--- src/rtl/wt_pkg.sv ---
package wt_pkg;

   localparam int TONE_SEL_W = 2;
   localparam int N_TONES    = 1 << TONE_SEL_W;

   typedef struct packed {
      logic                  run;
      logic                  long_ivl;
      logic [TONE_SEL_W-1:0] tone_sel;
      logic                  tone_en;
   } wt_cfg_t;

   localparam wt_cfg_t WT_CFG_RESET = '{run: 1'b0, long_ivl: 1'b0,
                                        tone_sel: '0, tone_en: 1'b0};

endpackage

--- src/rtl/wt_prescaler.sv ---
module wt_prescaler #(
   parameter int CNT_W      = 14,
   parameter int SHORT_LOG2 = 7
) (
   input  logic             clk,
   input  logic             rst_n,
   input  logic             tick,
   input  logic             run,
   input  logic             clr,
   input  logic             long_sel,
   output logic [CNT_W-1:0] cnt,
   output logic             wrap_evt
);

   localparam logic [CNT_W-1:0] ONE = {{(CNT_W-1){1'b0}}, 1'b1};

   generate
      if (SHORT_LOG2 < 1 || SHORT_LOG2 >= CNT_W) begin : g_bad_short
         $error("wt_prescaler: SHORT_LOG2 must lie in 1..CNT_W-1");
      end
   endgenerate

   logic adv;
   logic short_full;
   logic long_full;

   assign adv        = run & tick;
   assign short_full = &cnt[SHORT_LOG2-1:0];
   assign long_full  = &cnt;
   assign wrap_evt   = adv & ~clr & (long_sel ? long_full : short_full);

   always_ff @(posedge clk or negedge rst_n) begin
      if (!rst_n)   cnt <= '0;
      else if (clr) cnt <= '0;
      else if (adv) cnt <= cnt + ONE;
   end

   AST_CLR_ZERO: assert property (@(posedge clk) disable iff (!rst_n)
      clr |=> (cnt == '0));
   AST_STEP_ONE: assert property (@(posedge clk) disable iff (!rst_n)
      (adv && !clr) |=> (cnt == $past(cnt) + ONE));
   AST_HOLD_IDLE: assert property (@(posedge clk) disable iff (!rst_n)
      (!adv && !clr) |=> $stable(cnt));

endmodule

--- src/rtl/wt_tone_tap.sv ---
module wt_tone_tap #(
   parameter int CNT_W    = 14,
   parameter int TAP_LOW  = 0,
   parameter int SEL_W    = 2
) (
   input  logic [CNT_W-1:0] cnt,
   input  logic [SEL_W-1:0] sel,
   input  logic             en,
   output logic             tone
);

   localparam int N_TAPS = 1 << SEL_W;

   generate
      if (TAP_LOW < 0 || TAP_LOW + N_TAPS > CNT_W) begin : g_bad_tap
         $error("wt_tone_tap: tap range exceeds the counter");
      end
   endgenerate

   logic [N_TAPS-1:0] taps;

   genvar gi;
   generate
      for (gi = 0; gi < N_TAPS; gi++) begin : g_tap
         assign taps[gi] = cnt[TAP_LOW + N_TAPS - 1 - gi];
      end
   endgenerate

   assign tone = en & taps[sel];

endmodule

--- src/rtl/wt_flag.sv ---
module wt_flag (
   input  logic clk,
   input  logic rst_n,
   input  logic set,
   input  logic ack,
   output logic flag
);

   always_ff @(posedge clk or negedge rst_n) begin
      if (!rst_n)   flag <= 1'b0;
      else if (set) flag <= 1'b1;
      else if (ack) flag <= 1'b0;
   end

   AST_FLAG_SET: assert property (@(posedge clk) disable iff (!rst_n)
      set |=> flag);
   AST_FLAG_STICKY: assert property (@(posedge clk) disable iff (!rst_n)
      (flag && !ack) |=> flag);
   AST_FLAG_NO_SPURIOUS: assert property (@(posedge clk) disable iff (!rst_n)
      (!flag && !set) |=> !flag);

endmodule

--- src/rtl/watch_tone_timer.sv ---
module watch_tone_timer #(
   parameter int CNT_W      = 14,
   parameter int SHORT_LOG2 = 7,
   parameter int TAP_LOW    = 0
) (
   input  logic       clk,
   input  logic       rst_n,
   input  logic       wclk_tick,
   input  logic       cfg_we,
   input  logic       cfg_run,
   input  logic       cfg_clr,
   input  logic       cfg_long,
   input  logic [1:0] cfg_tone_sel,
   input  logic       cfg_tone_en,
   input  logic       flag_ack,
   output logic       wt_flag,
   output logic       tone_out
);

   import wt_pkg::*;

   wt_cfg_t          cfg_q;
   logic [CNT_W-1:0] cnt;
   logic             wrap_evt;
   logic             clr_now;

   assign clr_now = cfg_we & cfg_clr;

   always_ff @(posedge clk or negedge rst_n) begin
      if (!rst_n) begin
         cfg_q <= WT_CFG_RESET;
      end else if (cfg_we) begin
         cfg_q.run      <= cfg_run;
         cfg_q.long_ivl <= cfg_long;
         cfg_q.tone_sel <= cfg_tone_sel;
         cfg_q.tone_en  <= cfg_tone_en;
      end
   end

   wt_prescaler #(.CNT_W(CNT_W), .SHORT_LOG2(SHORT_LOG2)) u_pre (
      .clk      (clk),
      .rst_n    (rst_n),
      .tick     (wclk_tick),
      .run      (cfg_q.run),
      .clr      (clr_now),
      .long_sel (cfg_q.long_ivl),
      .cnt      (cnt),
      .wrap_evt (wrap_evt)
   );

   wt_tone_tap #(.CNT_W(CNT_W), .TAP_LOW(TAP_LOW), .SEL_W(TONE_SEL_W)) u_tap (
      .cnt  (cnt),
      .sel  (cfg_q.tone_sel),
      .en   (cfg_q.tone_en),
      .tone (tone_out)
   );

   wt_flag u_flag (
      .clk   (clk),
      .rst_n (rst_n),
      .set   (wrap_evt),
      .ack   (flag_ack),
      .flag  (wt_flag)
   );

   AST_TONE_MUTE: assert property (@(posedge clk) disable iff (!rst_n)
      !cfg_q.tone_en |-> !tone_out);
   AST_CFG_HELD: assert property (@(posedge clk) disable iff (!rst_n)
      !cfg_we |=> $stable(cfg_q));

endmodule

--- config.mk ---
export PLATFORM = sky130hd
export DESIGN_NAME = watch_tone_timer
export DESIGN_NICKNAME = d
export VERILOG_FILES = /design/src/rtl/wt_pkg.sv /design/src/rtl/wt_prescaler.sv /design/src/rtl/wt_tone_tap.sv /design/src/rtl/wt_flag.sv /design/src/rtl/watch_tone_timer.sv
export SDC_FILE = /design/constraint.sdc
export NUM_CORES = 1
export LEC_CHECK = 0
export ABC_AREA = 0
export BUFFER_PORTS_ARGS = -buffer_cell sky130_fd_sc_hd__buf_2
export CAP_MARGIN = 20
export CORE_ASPECT_RATIO = 1.1
export CORE_UTILIZATION = 50
export CTS_CLUSTER_SIZE = 28
export DETAILED_ROUTE_END_ITERATION = 7
export GPL_TIMING_DRIVEN = 1
export PLACE_DENSITY = 0.78
export SKIP_LAST_GASP = 1
export SYNTH_ARGS = -nofsm -noshare
export SYNTH_HDL_FRONTEND = slang
export SYNTH_SLANG_ARGS = --single-unit
--- constraint.sdc ---
create_clock -name clk -period 1.5 [get_ports clk]
set_clock_uncertainty 0.15 [all_clocks]
set_input_delay 0.3 -clock clk [delete_from_list [all_inputs] [get_ports clk]]
set_output_delay 0.3 -clock clk [all_outputs]
set_load 0.05 [all_outputs]
==> reports/metrics.cfg <==
[outcome]
outcome = finished with violations
violations = negative setup slack

[synth]
synth_warnings = 0
netlist.area_leader.share = 0.4896
synthTopCellsByArea = dfrtp_1, mux2_2, mux2i_1
yosysUniqueCellTypes = 28
ys_dominant_reg_cell = dfrtp_1
syn-cell-area_sq_mm = 0.001022
avgSynthCellArea_sq_um = 10.43
synth.most_common_cell = dfrtp_1
yosysTopAreaCell = dfrtp_1
synth_seq_cells = 20
synth-async-reset-ratio = 1.000
yosys.area_share.adder = 0.01224
synth_top_family_by_area = simple AND/OR/NAND/NOR gates
synth_xor_area_frac = 0.01714
synth_seq_area_share = 0.4896
ys_top_cells_by_count = dfrtp_1, nand2_1, a21oi_1
synthSimpleGateAreaFrac = 0.2338
synthesis.instances = 98
synth_compound_area_frac = 0.1016
synth_mux_area_frac = 0.1163
synth_nets = 110
synth_edf_count = 0

[place]
dpl_cell_area_sq_mm = 0.001177
place.port_buffers = 12
pre_cts_ws_ns = -0.1540
dp_hpwl_um = 1521
gp_congestion = 0.7802
dpl.cell_count = 142

[clock_tree]
htreeDepth = 1
clk_latency_ns = 0.31
cts_sinks = 20
cts_buffer_depth = 2
numCtsBuffers = 3
cts_root_buf = clkbuf_4
clk_pin_slew_ns = 0.11
cts_tree = built

[floorplanning]
fp.dieH_um = 49.42
die_x_um = 45.11
rows = 16
ios = 13
die_area_sq_mm = 0.002229
core_sq_mm = 0.001842
start_util = 0.5550

[sta]
rsz0062_at_grt = yes
maxClockFrequency_mhz = 512.4
final-hold-violation-count = 0
finalWorstSetupSlack_ns = -0.4515
tightestPinTransition_ns = 0.4689
fin_crit_sh = 1.301
finalMaxSlewViolations = 0
hold_ws_ns = 0.06530
finalSetupViolCount = 13
finalSetupTns_ns = -1.761
timing.slew.headroom = 0.6847
min_period_ns = 1.952

[route]
drt_first_iter_violations = 35
post_drt_wl_per_cell_um = 19.65
routed_wl_um = 3223
firstDrtPassIters = 4
drc = 0
ant_nets = 0
viasPerCell = 6.146
routed-via-count = 1008

[power]
power_frac_comb = 0.236
clkPwrFrac = 0.269
swShare = 0.2866
intPower_mw = 0.8532
ir_drop_v = 0.0007873
power_mw = 1.196
p_leak_nw = 0.6745
p_sw_mw = 0.3428
p_per_area_mw_per_mm2 = 774.0
p_seq_frac = 0.496

[grt]
grt-ovfl-total = 0
grt_pass1_vias = 938
grt_pass1_wl_um = 4616
gr-usage-all-layers = 0.2993
grt_start_max_net_pins = 21
antenna_found_initial = 0

[layout]
synthToLayoutAreaGrowth_pct = 51.16
nets = 150
final_util = 0.8390
fin_area_sq_mm = 0.001545
antenna_cells = 0
fin_cells = 164
drive_gt1_frac = 0.5109

[setup_path]
critical_path_required_ns = 1.05
cp-start-kind = flip-flop
cp-end-kind = primary output
cp_max_fo = 2
crit_arrival_ns = 1.50
worstSetupPathType = flip-flop to primary output

[worst_hold_path]
hp-class = primary input to flip-flop

[job]
maxCapViolCount = 0

[final timing paths]
kind	startpoint	endpoint	slack [ns]	depth (start not counted)
worst max-delay path	cfg_q[2]	tone_out	-0.45	3
worst min register to register	cfg_q[0]	cfg_q[0]	0.38	1
worst min-delay path	cfg_tone_sel[0]	cfg_q[1]	0.07	2
worst max register to register	u_pre.cnt[1]	u_pre.cnt[6]	-0.21	6
min in group asynchronous	rst_n	u_pre.cnt[8]	0.31	2
max in group asynchronous	rst_n	u_pre.cnt[5]	0.56	2
[timing repair]
| action | in CTS | in global routing |
|---|---|---|
| gates resized for setup | 19 | 19 |
| setup endpoints to repair | 12 | 14 |
| hold buffers | 1 | 0 |
| endpoints found under the hold margin | 20 | 0 |
| pin swaps | 9 | 10 |
| buffers inserted | 8 | 10 |
| gates cloned | 2 | 0 |
[placed cells by master, fill, tap and decap left out, types with 4 or more instances in the layout]
cell type  Yosys  layout
buf_4          0      18
dfrtp_1       20      17
buf_2          3      11
nand2_1       10      10
buf_6          0       8
mux2_2         5       5
nand4_1        5       5
nor4_4         0       5
nand2b_1       4       4
mux2i_1        4       4
a21oi_1        7       4
[cells by family (layout without fill, tap and decap cells)]
| group | count (synthesis) | after routing |
|---|---|---|
| DFF | 20 | 20 |
| buffers and inverters | 7 | 45 |
| xor gates and xnor gates | 2 | 2 |
| muxes | 10 | 10 |
| AOI/OAI and AO/OA | 17 | 17 |
| adders and majority gates | 1 | 1 |
| and+or+nand+nor | 41 | 42 |
[power groups by stage]
stage	clock, mW	sequential, mW	combinational [mW]
6_report	0.321	0.593	0.282
5_1_grt	0.341	0.596	0.302
4_1_cts	0.320	0.591	0.246
3_5_place_dp	0	0.599	0.189
3_3_place_gp	0	0.595	0.178
2_1_floorplan	0	0.608	0.0907
[cell type report]
| type | count | area, sq um |
|---|---|---|
| multi-input combinational | 72 | 669.4 |
| tap | 27 | 33.78 |
| sequential | 20 | 504.2 |
| inverter | 3 | 11.26 |
| fill | 92 | 296.5 |
| timing repair buffer | 38 | 290.3 |
| clock buffer | 4 | 36.28 |
[worst max-delay path, cell delays in order (launching register included)]
cell and delay (ns):
dfrtp_1 0.39, mux4_2 0.51, and2_4 0.15, buf_6 0.14
[flip-flops by register name, indices dropped and copies added (netlist names)]
signal	cells
u_pre.cnt	14
cfg_q	5
u_flag.flag	1
[per-layer routing]
metal  vias to the layer above  share of wire  GRT usage  wire [um]
li1                        447              -          -          -
met1                       508           0.43     0.3990       1390
met3                        10          0.056    0.06296        181
met4                         0          0.027     0.1061         88
met2                        43           0.48     0.4734       1563
met5                         -              0          0          0
(Power assumes the default switching activity.)
